[config.mk]
export PLATFORM = sky130hd
export DESIGN_NAME = lapic_timer
export DESIGN_NICKNAME = d
export VERILOG_FILES = /design/src/rtl/lapic_tmr_pkg.sv /design/src/rtl/lapic_tmr_prescale.sv /design/src/rtl/lapic_tmr_regs.sv /design/src/rtl/lapic_tmr_core.sv /design/src/rtl/lapic_timer.sv
export SDC_FILE = /design/constraint.sdc
export NUM_CORES = 1
export LEC_CHECK = 0
export ABC_CLOCK_PERIOD_IN_PS = 15000
export CAP_MARGIN = 0
export CORE_MARGIN = 3
export CORE_UTILIZATION = 55
export CTS_BUF_LIST = sky130_fd_sc_hd__clkbuf_4
export CTS_CLUSTER_DIAMETER = 120
export CTS_CLUSTER_SIZE = 30
export DETAILED_ROUTE_END_ITERATION = 7
export MAX_ROUTING_LAYER = met4
export PLACE_DENSITY = 0.74
export REMOVE_ABC_BUFFERS = 1
export SYNTH_ARGS = -nofsm -noshare
export SYNTH_HDL_FRONTEND = slang
export SYNTH_SLANG_ARGS = --single-unit
[constraint.sdc]
create_clock -name clk -period 15 [get_ports clk]
set_input_delay 3 -clock clk [delete_from_list [all_inputs] [get_ports clk]]
set_output_delay 3 -clock clk [all_outputs]
set_load 0.02 [all_outputs]
[src/rtl/lapic_tmr_pkg.sv]
package lapic_tmr_pkg;

    // Timer control states
    typedef enum logic [1:0] {
        IDLE_OFF = 2'd0,
        COUNTING = 2'd1,
        SPENT    = 2'd2
    } tmr_state_e;

    // Stored part of one vector-table entry
    typedef struct packed {
        logic       periodic;
        logic       mask;
        logic [7:0] vector;
    } lvt_entry_t;

    // Field positions inside a 32-bit vector-table word
    localparam int LVT_MASK_BIT = 16;
    localparam int LVT_MODE_BIT = 17;

    // Largest prescaler shift (divide by 128)
    localparam int DIV_MAX_SHIFT = 7;

    // Register addresses
    localparam int ADDR_INIT     = 0;
    localparam int ADDR_CUR      = 1;
    localparam int ADDR_DIV      = 2;
    localparam int ADDR_LVT_BASE = 8;

    // Code {b3,b1,b0} -> log2 of the divisor; 111 means divide by one
    function automatic logic [2:0] div_shift(input logic [2:0] code);
        logic [2:0] sh;
        if (code == 3'b111) begin
            sh = 3'd0;
        end else begin
            sh = code + 3'd1;
        end
        return sh;
    endfunction

    function automatic lvt_entry_t lvt_from_word(input logic [31:0] w, input logic force_mask);
        lvt_entry_t e;
        e.vector   = w[7:0];
        e.mask     = w[LVT_MASK_BIT] | force_mask;
        e.periodic = w[LVT_MODE_BIT];
        return e;
    endfunction

    function automatic logic [31:0] lvt_to_word(input lvt_entry_t e);
        logic [31:0] w;
        w               = '0;
        w[7:0]          = e.vector;
        w[LVT_MASK_BIT] = e.mask;
        w[LVT_MODE_BIT] = e.periodic;
        return w;
    endfunction

endpackage

[src/rtl/lapic_tmr_prescale.sv]
module lapic_tmr_prescale
    import lapic_tmr_pkg::*;
#(
    parameter int TICK_W = 8,
    parameter int DEC_W  = 9
) (
    input  logic              clk,
    input  logic              rst_n,
    input  logic              restart,
    input  logic [2:0]        div_code,
    input  logic [TICK_W-1:0] ticks,
    output logic [DEC_W-1:0]  dec
);

    logic [DIV_MAX_SHIFT-1:0] frac_q;
    logic [DEC_W-1:0]         sum;
    logic [DEC_W-1:0]         low_mask;
    logic [2:0]               sh;

    // Remainder plus new ticks; the whole divided periods leave as the decrement
    always_comb begin
        sh       = div_shift(div_code);
        sum      = DEC_W'(frac_q) + DEC_W'(ticks);
        low_mask = (DEC_W'(1) << sh) - DEC_W'(1);
        if (restart) begin
            dec = '0;
        end else begin
            dec = sum >> sh;
        end
    end

    always_ff @(posedge clk or negedge rst_n) begin
        if (!rst_n) begin
            frac_q <= '0;
        end else if (restart) begin
            frac_q <= '0;
        end else begin
            frac_q <= DIV_MAX_SHIFT'(sum & low_mask);
        end
    end

endmodule

[src/rtl/lapic_tmr_regs.sv]
module lapic_tmr_regs
    import lapic_tmr_pkg::*;
#(
    parameter int NUM_LVT = 6,
    parameter int ADDR_W  = 4
) (
    input  logic                          clk,
    input  logic                          rst_n,
    input  logic                          sw_enable,
    input  logic                          wr_en,
    input  logic [ADDR_W-1:0]             wr_addr,
    input  logic [31:0]                   wr_data,
    output logic [2:0]                    div_code,
    output lvt_entry_t [NUM_LVT-1:0]      lvt_q
);

    localparam lvt_entry_t LVT_RESET = '{periodic: 1'b0, mask: 1'b1, vector: 8'h00};

    lvt_entry_t entry_q [NUM_LVT];

    // Divide field: only bits 3, 1 and 0 are kept
    always_ff @(posedge clk or negedge rst_n) begin
        if (!rst_n) begin
            div_code <= 3'b000;
        end else if (wr_en && (wr_addr == ADDR_W'(ADDR_DIV))) begin
            div_code <= {wr_data[3], wr_data[1:0]};
        end
    end

    // One register per table entry; a disabled controller stores masked entries
    for (genvar i = 0; i < NUM_LVT; i++) begin : g_lvt
        always_ff @(posedge clk or negedge rst_n) begin
            if (!rst_n) begin
                entry_q[i] <= LVT_RESET;
            end else if (wr_en && (wr_addr == ADDR_W'(ADDR_LVT_BASE + i))) begin
                entry_q[i] <= lvt_from_word(wr_data, !sw_enable);
            end
        end
        assign lvt_q[i] = entry_q[i];
    end

endmodule

[src/rtl/lapic_tmr_core.sv]
module lapic_tmr_core
    import lapic_tmr_pkg::*;
#(
    parameter int CNT_W = 32,
    parameter int DEC_W = 9
) (
    input  logic             clk,
    input  logic             rst_n,
    input  logic             load,
    input  logic [CNT_W-1:0] load_val,
    input  logic [DEC_W-1:0] dec,
    input  logic             periodic,
    input  logic             mask,
    input  logic [7:0]       vector,
    output logic [CNT_W-1:0] cur_cnt,
    output logic [CNT_W-1:0] init_cnt,
    output tmr_state_e       state,
    output logic             irq_valid,
    output logic [7:0]       irq_vector
);

    tmr_state_e       state_q, state_d;
    logic [CNT_W-1:0] cnt_q, cnt_d;
    logic [CNT_W-1:0] init_q, init_d;
    logic [CNT_W-1:0] dec_w;
    logic [CNT_W-1:0] excess;
    logic             fire;

    // Next state and datapath
    always_comb begin
        state_d = state_q;
        cnt_d   = cnt_q;
        init_d  = init_q;
        fire    = 1'b0;
        dec_w   = CNT_W'(dec);
        excess  = '0;
        if (load) begin
            init_d = load_val;
            cnt_d  = load_val;
            if (load_val == '0) begin
                state_d = IDLE_OFF;   // LOAD_STOP
            end else begin
                state_d = COUNTING;   // LOAD_START
            end
        end else begin
            unique case (state_q)
                IDLE_OFF: begin
                    state_d = IDLE_OFF;
                end
                COUNTING: begin
                    if (dec_w != '0) begin
                        if (cnt_q > dec_w) begin
                            cnt_d = cnt_q - dec_w;
                        end else begin
                            fire   = 1'b1;
                            excess = dec_w - cnt_q;
                            if (periodic) begin
                                // RELOAD: carry the overshoot into the new period
                                if (excess < init_q) begin
                                    cnt_d = init_q - excess;
                                end else begin
                                    cnt_d = '0;
                                end
                                state_d = COUNTING;
                            end else begin
                                // EXPIRE
                                cnt_d   = '0;
                                state_d = SPENT;
                            end
                        end
                    end
                end
                SPENT: begin
                    state_d = SPENT;
                end
                default: begin
                    state_d = IDLE_OFF;
                end
            endcase
        end
    end

    // State register
    always_ff @(posedge clk or negedge rst_n) begin
        if (!rst_n) begin
            state_q <= IDLE_OFF;
            cnt_q   <= '0;
            init_q  <= '0;
        end else begin
            state_q <= state_d;
            cnt_q   <= cnt_d;
            init_q  <= init_d;
        end
    end

    // Outputs
    always_ff @(posedge clk or negedge rst_n) begin
        if (!rst_n) begin
            irq_valid  <= 1'b0;
            irq_vector <= 8'h00;
        end else begin
            irq_valid <= fire && !mask;
            if (fire) begin
                irq_vector <= vector;
            end
        end
    end

    assign cur_cnt  = cnt_q;
    assign init_cnt = init_q;
    assign state    = state_q;

endmodule

[src/rtl/lapic_timer.sv]
module lapic_timer
    import lapic_tmr_pkg::*;
#(
    parameter int TICK_W  = 8,
    parameter int CNT_W   = 32,
    parameter int NUM_LVT = 6,
    parameter int ADDR_W  = 4
) (
    input  logic              clk,
    input  logic              rst_n,
    input  logic              sw_enable,
    input  logic [TICK_W-1:0] bus_ticks,
    input  logic              wr_en,
    input  logic [ADDR_W-1:0] wr_addr,
    input  logic [31:0]       wr_data,
    input  logic [ADDR_W-1:0] rd_addr,
    output logic [31:0]       rd_data,
    output logic              irq_valid,
    output logic [7:0]        irq_vector
);

    localparam int DEC_W = ((TICK_W > DIV_MAX_SHIFT) ? TICK_W : DIV_MAX_SHIFT) + 1;

    logic                     load;
    logic                     div_write;
    logic                     restart;
    logic [2:0]               div_code;
    logic [DEC_W-1:0]         dec;
    lvt_entry_t [NUM_LVT-1:0] lvt_q;
    logic                     timer_periodic;
    logic                     timer_mask;
    logic [7:0]               timer_vector;
    logic [CNT_W-1:0]         cur_cnt;
    logic [CNT_W-1:0]         init_cnt;
    tmr_state_e               tmr_state;

    assign load      = wr_en && (wr_addr == ADDR_W'(ADDR_INIT));
    assign div_write = wr_en && (wr_addr == ADDR_W'(ADDR_DIV));
    assign restart   = load || div_write;

    assign timer_periodic = lvt_q[0].periodic;
    assign timer_mask     = lvt_q[0].mask;
    assign timer_vector   = lvt_q[0].vector;

    lapic_tmr_regs #(
        .NUM_LVT (NUM_LVT),
        .ADDR_W  (ADDR_W)
    ) u_regs (
        .clk       (clk),
        .rst_n     (rst_n),
        .sw_enable (sw_enable),
        .wr_en     (wr_en),
        .wr_addr   (wr_addr),
        .wr_data   (wr_data),
        .div_code  (div_code),
        .lvt_q     (lvt_q)
    );

    lapic_tmr_prescale #(
        .TICK_W (TICK_W),
        .DEC_W  (DEC_W)
    ) u_prescale (
        .clk      (clk),
        .rst_n    (rst_n),
        .restart  (restart),
        .div_code (div_code),
        .ticks    (bus_ticks),
        .dec      (dec)
    );

    lapic_tmr_core #(
        .CNT_W (CNT_W),
        .DEC_W (DEC_W)
    ) u_core (
        .clk        (clk),
        .rst_n      (rst_n),
        .load       (load),
        .load_val   (CNT_W'(wr_data)),
        .dec        (dec),
        .periodic   (timer_periodic),
        .mask       (timer_mask),
        .vector     (timer_vector),
        .cur_cnt    (cur_cnt),
        .init_cnt   (init_cnt),
        .state      (tmr_state),
        .irq_valid  (irq_valid),
        .irq_vector (irq_vector)
    );

    // Read multiplexer
    always_comb begin
        rd_data = '0;
        if (rd_addr == ADDR_W'(ADDR_INIT)) begin
            rd_data = 32'(init_cnt);
        end else if (rd_addr == ADDR_W'(ADDR_CUR)) begin
            rd_data = 32'(cur_cnt);
        end else if (rd_addr == ADDR_W'(ADDR_DIV)) begin
            rd_data = {28'h0, div_code[2], 1'b0, div_code[1:0]};
        end else begin
            for (int i = 0; i < NUM_LVT; i++) begin
                if (rd_addr == ADDR_W'(ADDR_LVT_BASE + i)) begin
                    rd_data = lvt_to_word(lvt_q[i]);
                end
            end
        end
    end

endmodule

==> results.md, run 1 <==
- Worst Setup Path Type: in2reg
- Vias in the first global route: 10,200
- Power Density: 213 mW/mm²
- DRC violations left: 0
- HP Class: reg2reg
- DIE HEIGHT: 151 µm
- Ports: 93
- RSZ-0062 raised after global routing: no
- Vias: 11,000
- Minimum clock period: 10,810 ps
- Critical Path Sink Type: flop
- Tightest Pin Transition: 1160 ps
- Final hold vios: 0
- I/O Buffers: 92
- Seq pwr share: 0.230
- Min-delay src: u_regs.lvt_q[38]
- Largest net degree at the start of global routing: 86
- Antenna violations before repair: 2
- Reg2reg start: u_regs.div_code[0]
- # fillers: 1,846
- First-pass DRT Iterations: 7
- Share of cells above drive strength 1: 0.100
- Area Overhead vs Synth: 11.0%
- Core box area: 0.0204 mm²
- Warnings, synthesis: 0
- Clock Path Buffers: 2
- Die W: 151 µm
- Row count: 52
- Storage element area: 0.00364 mm²
- Mapped cell area: 0.0116 mm²
- Synth top cells by count: 186 x nand2_1, 139 x dfrtp_1, 100 x nor2_1
- Int Power: 1.33 mW
- Worst Path Required: 15,470 ps
- Critical-path top delay cell: o211ai_1
- Setup Fix Bufs, Post-CTS: 0
- TritonCTS clock tree: yes
- Top_reg_cell synth: dfrtp_1
- Period utilization: 0.721
- Top-area cell type share of the netlist area: 0.300
- Worst slew margin: 0.222
- Clk_skew: 28.6 ps
- WHS: 498 ps
- Crit path max fanout: 21
- DRT iter0 DRCs: 929
- DR WL/cell: 22.2 µm
- Setup-failing EPs final: 0
- Post-CTS sizing: 0
- Cell count after synthesis: 1,378
- Gate power share: 0.672
- Avg Synthesized Cell Area: 8.40 µm²
- Worst VDD drop: 0.140 mV
- EDFF count, synth: 0
- Clock latency on the worst-skew pair: 580 ps
- Sw frac: 0.515
- Cell mode on critical path: a21oi_1
- Clock root buffer: clkbuf_4
- R2R Setup Slk: 6520 ps
- Fin util: 0.629
- Slew Viols, Final: 0
- Synth unique cells: 87
- Clk pin slew, worst setup/hold paths: 140 ps
- First-pass GRT wire length: 58,400 µm
- Setup_tns: 0 ps
- Synth area leader: dfrtp_1
- Hold Path Sink: u_regs.lvt_q[38]
- Yosys reg bits: 145
- CTS H-tree lvls: 4
- R2R depth: 29
- Nets: 1,530
- Status: complete, no violations
- Capturing point of the worst reg2reg path: u_core.cur_cnt[27]
- LEAKAGE: 5.55 nW
- Antenna-violating nets left: 0
- Congestion Overflow GR: 0
- Startpoint types: input port
- RePlAce Congestion: 0.997
- Clk sinks: 145
- Fmax: 92.5 MHz
- Crit path DAT: 11,280 ps
- Detailed-route wire length: 37,600 µm
- Hold Crit Depth: 2
- Num CTS Buffers: 17
- Asr flop ratio synth: 1.00
- Synth area leaders: dfrtp_1 30%, ha_1 6.7%, mux2_2 6.5%, nand2_1 6.0%, o21ai_0 3.5%
- Clk pwr share: 0.098
- Vias per std cell: 6.48
- Critical path's largest stage delay: 630 ps
- Starting density of the core: 0.567
- Area of the multi-input gates: 0.00737 mm²
- GRT Overall Usage: 0.340
- Post-DP HPWL: 28,300 µm
- Switch Pwr: 1.41 mW
- Full die area: 0.0228 mm²
- Hold Buf Count CTS: 0
- Most common cell in the netlist: nand2_1
- Register area share after synthesis: 0.314
- Max Cap Viol: 0
## state kept, by name, indices dropped and copies added, names as in the netlist
| name | count |
|---|---|
| u_regs.lvt_q | 60 |
| u_core.init_cnt | 32 |
| u_core.cur_cnt | 32 |
| u_regs.div_code | 3 |
| u_core.state | 2 |
| u_core.irq_vector | 8 |
| u_core.irq_valid | 1 |
| u_prescale.frac_q | 7 |
## critical path: cells and delay by family
kind,cells,cell delay [ps]
buf+inv,3,670
fa+ha+maj,4,1320
simple gates,4,870
xor+xnor,2,530
compound gates,18,4870
## power groups by stage
| stage | Sequential (mW) | Clock, mW | Combinational [mW] |
|---|---|---|---|
| after global routing | 0.642 | 0.289 | 2.01 |
| after floorplan | 0.583 | 0 | 1.35 |
| after CTS | 0.625 | 0.271 | 1.79 |
| after detailed placement | 0.633 | 0 | 1.78 |
| after global placement | 0.629 | 0 | 1.77 |
| final | 0.631 | 0.268 | 1.84 |
## per-layer routing
layer,part of all wire,vias up,global-route usage
li1,-,5087,-
met3,0.079,61,0.0580
met2,0.44,462,0.497
met1,0.46,5380,0.494
met4,0.018,0,0.0789
met5,0,-,-
## per-stage QoR
stage          std cells  setup WS, ps  instance area, µm²  power (mW)
6_report            1697          4190               12900        2.74
5_1_grt             1697          3720               12900        2.94
4_1_cts             1695          4330               12800        2.69
3_5_place_dp        1663          3760               12600        2.41
3_3_place_gp        1663          3910               12600        2.40
2_1_floorplan       1291          5400               11200        1.93
## logic make-up (layout without fill, tap and decap cells)
| logic type | after synthesis | in the layout | synth area share |
|---|---|---|---|
| DFF | 145 | 145 | 0.314 |
| AOI/OAI and AO/OA | 383 | 383 | 0.226 |
| buffers and inverters | 147 | 194 | 0.0508 |
| adders and majority gates | 66 | 66 | 0.0739 |
| and+or+nand+nor | 475 | 475 | 0.195 |
| other | 0 | 2 | 0 |
| xor gates and xnor gates | 74 | 74 | 0.0560 |
| muxes | 88 | 88 | 0.0845 |
## cell usage in the layout, fill, tap and decap left out, types with 18 or more instances in the layout
master           count
xnor2_1             34
inv_1               60
a21oi_1             79
nand2b_1            21
ha_1                62
clkbuf_4            18
mux2_2              67
nor3_1              41
a22o_1              26
nor2_1             100
dfrtp_1            139
mux2i_1             19
clkdlybuf4s50_1     91
o21ai_0             80
nand2_1            186
xor2_1              40
## worst max-delay path by stage
stage	to	from	slack [ps]
floorplan	u_core.cur_cnt[27]	bus_ticks[0]	5400
global placement	u_core.cur_cnt[27]	bus_ticks[0]	3910
detailed placement	u_core.cur_cnt[27]	bus_ticks[0]	3760
CTS	u_core.cur_cnt[27]	bus_ticks[0]	4330
global route	u_core.cur_cnt[27]	bus_ticks[0]	3720
finish	u_core.cur_cnt[27]	bus_ticks[0]	4190
## area by class of cell
cell class                 count  share of cell area
clock buffer                  18              0.0105
inverter                      60              0.0175
sequential                   145               0.283
multi-input combinational   1086               0.573
antenna                        2            0.000389
tap                          270              0.0263
clock inverter                14              0.0113
timing repair buffer         102              0.0776
Power figures use the tool's default switching activity.
==> run 2: changes to the inputs <==
Settings changed: ABC_CLOCK_PERIOD_IN_PS 15000 to 9700, PLACE_DENSITY 0.74 to 0.77.
Clock period 15 ns to 9.7 ns, I/O delays scaled along.
==> results.md, run 2 (synthesized netlist as in run 1, its figures left out) <==
- Vias: 11,000 (+0.38%)
- Starting density of the core: 0.567 (unchanged)
- Vias per std cell: 6.46 (-0.26%)
- Cell mode on critical path: a21oi_1
- Final hold vios: 0 (unchanged)
- Share of cells above drive strength 1: 0.108 (+0.00759)
- Clk sinks: 145 (unchanged)
- I/O Buffers: 92 (unchanged)
- Post-DP HPWL: 28,300 µm (about the same)
- First-pass GRT wire length: 58,800 µm (+0.79%)
- Clk pin slew, worst setup/hold paths: 150 ps (about the same)
- Worst path bufs/invs: 3 (unchanged)
- Congestion Overflow GR: 0 (unchanged)
- TritonCTS clock tree: yes
- RSZ-0062 raised after global routing: no
- DIE HEIGHT: 151 µm (unchanged)
- Setup-failing EPs final: 0 (unchanged)
- Antenna violations before repair: 2 (unchanged)
- Commonest non-fill, non-tap cells in the layout: 186 x nand2_1, 139 x dfrtp_1, 100 x nor2_1
- Antenna-violating nets left: 0 (unchanged)
- DR WL/cell: 22.3 µm (+0.44%)
- First-pass DRT Iterations: 8 (+1)
- Ports: 93 (unchanged)
- Tightest Pin Transition: 1140 ps (-25.4 ps)
- Crit path DAT: 9630 ps (-1650 ps)
- # fillers: 1,805 (-2.2%)
- Critical-path top delay cell: clkdlybuf4s50_1
- Nets: 1,541 (+0.72%)
- Row count: 52 (unchanged)
- Crit path max fanout: 13 (-38%)
- Period utilization: 0.946
- GRT Overall Usage: 0.344 (+0.00425)
- HP Class: reg2reg
- Clock latency on the worst-skew pair: 580 ps (about the same)
- Worst VDD drop: 0.226 mV (+62%)
- Core box area: 0.0204 mm² (unchanged)
- Power Density: 330 mW/mm² (+55%)
- Clock Path Buffers: 2 (unchanged)
- DRC violations left: 0 (unchanged)
- Minimum clock period: 9180 ps
- Top delay family on crit path: compound AO/OA/AOI/OAI gates
- DRT iter0 DRCs: 1,059 (+14%)
- Status: complete, no violations
- Vias in the first global route: 10,400 (+1.1%)
- Max FFs per register: 60 (unchanged)
- Clk_skew: 27.8 ps (-0.862 ps)
- LEAKAGE: 5.61 nW (+1.0%)
- Max Cap Viol: 0 (unchanged)
- Slew Viols, Final: 0 (unchanged)
- Hold Buf Count CTS: 0 (unchanged)
- Worst Path Required: 10,150 ps (-5320 ps)
- CTS H-tree lvls: 4 (unchanged)
- Num CTS Buffers: 17 (unchanged)
- Critical Path Sink Type: flop
- Area Overhead vs Synth: 12.0%
- WHS: 489 ps (-8.48 ps)
- Post-CTS sizing: 0 (unchanged)
- Largest net degree at the start of global routing: 77 (-10%)
- Clock root buffer: clkbuf_4
- Detailed-route wire length: 38,000 µm (+1.1%)
- Worst Setup Path Type: in2reg
- Fmax: 109 MHz
- Worst slew margin: 0.236 (+0.0140)
- Most common cell after layout, fill and taps aside: nand2_1
- Full die area: 0.0228 mm² (unchanged)
- Setup Fix Bufs, Post-CTS: 0 (unchanged)
- Startpoint types: input port
- RePlAce Congestion: 1.02 (+2.3%)
- Die W: 151 µm (unchanged)
- Critical path's largest stage delay: 460 ps (-170 ps)
- Setup_tns: 0 ps (unchanged)
## run 2: worst paths after layout
| path | from | to | slack (ps) | cells past startpoint |
|---|---|---|---|---|
| worst max-delay path | bus_ticks[0] | u_core.cur_cnt[30] | 520 | 32 |
| worst min-delay path | u_regs.lvt_q[48] | u_regs.lvt_q[48] | 490 | 2 |
| worst max register to register | u_regs.div_code[0] | u_core.cur_cnt[30] | 1600 | 28 |
| worst min register to register | u_regs.lvt_q[48] | u_regs.lvt_q[48] | 490 | 2 |
| max in group asynchronous | rst_n | u_core.init_cnt[2] | 6870 | 2 |
| min in group asynchronous | rst_n | u_core.init_cnt[8] | 1360 | 1 |
## run 2: final cells by class
class                           count  area (µm²)  share of cell area
Multi-Input combinational cell   1086        7370               0.569
Sequential cell                   145        3640               0.280
Timing Repair Buffer              113        1080              0.0833
Tap cell                          270         338              0.0261
Inverter                           60         225              0.0174
Clock inverter                     15         180              0.0139
Clock buffer                       17         128             0.00984
Antenna cell                        2        5.00            0.000386
## run 2: metal layers
metal  vias up  track usage  wire length [µm]  share of wire
li1       5097            -                 -              -
met1      5340        0.486             16800           0.44
met2       526        0.512             16800           0.44
met3        69       0.0658              3580          0.094
met4         0       0.0861               837          0.022
met5         -            -                 0              0
## run 2: per-stage QoR
stage	instances	utilization	total power, mW	worst slack, ps	area (µm²)
floorplan	1291	-	2.99	1160	11200
global placement	1674	0.619	3.76	265	12700
detailed placement	1674	0.619	3.76	76.5	12700
CTS	1706	0.634	4.20	656	13000
global route	1708	0.635	4.60	39.2	13000
finish	1708	0.635	4.28	521	13000
## run 2: power breakdown
part	total [mW]	internal (mW)	leakage [nW]	switching (mW)
Combinational	2.88	1.18	3.65	1.71
Clock	0.427	0.125	0.161	0.302
Sequential	0.974	0.763	1.80	0.212
Total	4.28	2.06	5.61	2.22
## run 2: tightest hold or removal path, cell delays in order (launching register included)
cell and delay, ps:
dfstp_2 400, nand2_1 40, o21ai_0 60
==> run 3: changes to the inputs <==
Settings changed: HOLD_SLACK_MARGIN from default to 0.08.
==> results of run 3 <==
Final layout, timing and power as in run 2 (identical DEF).
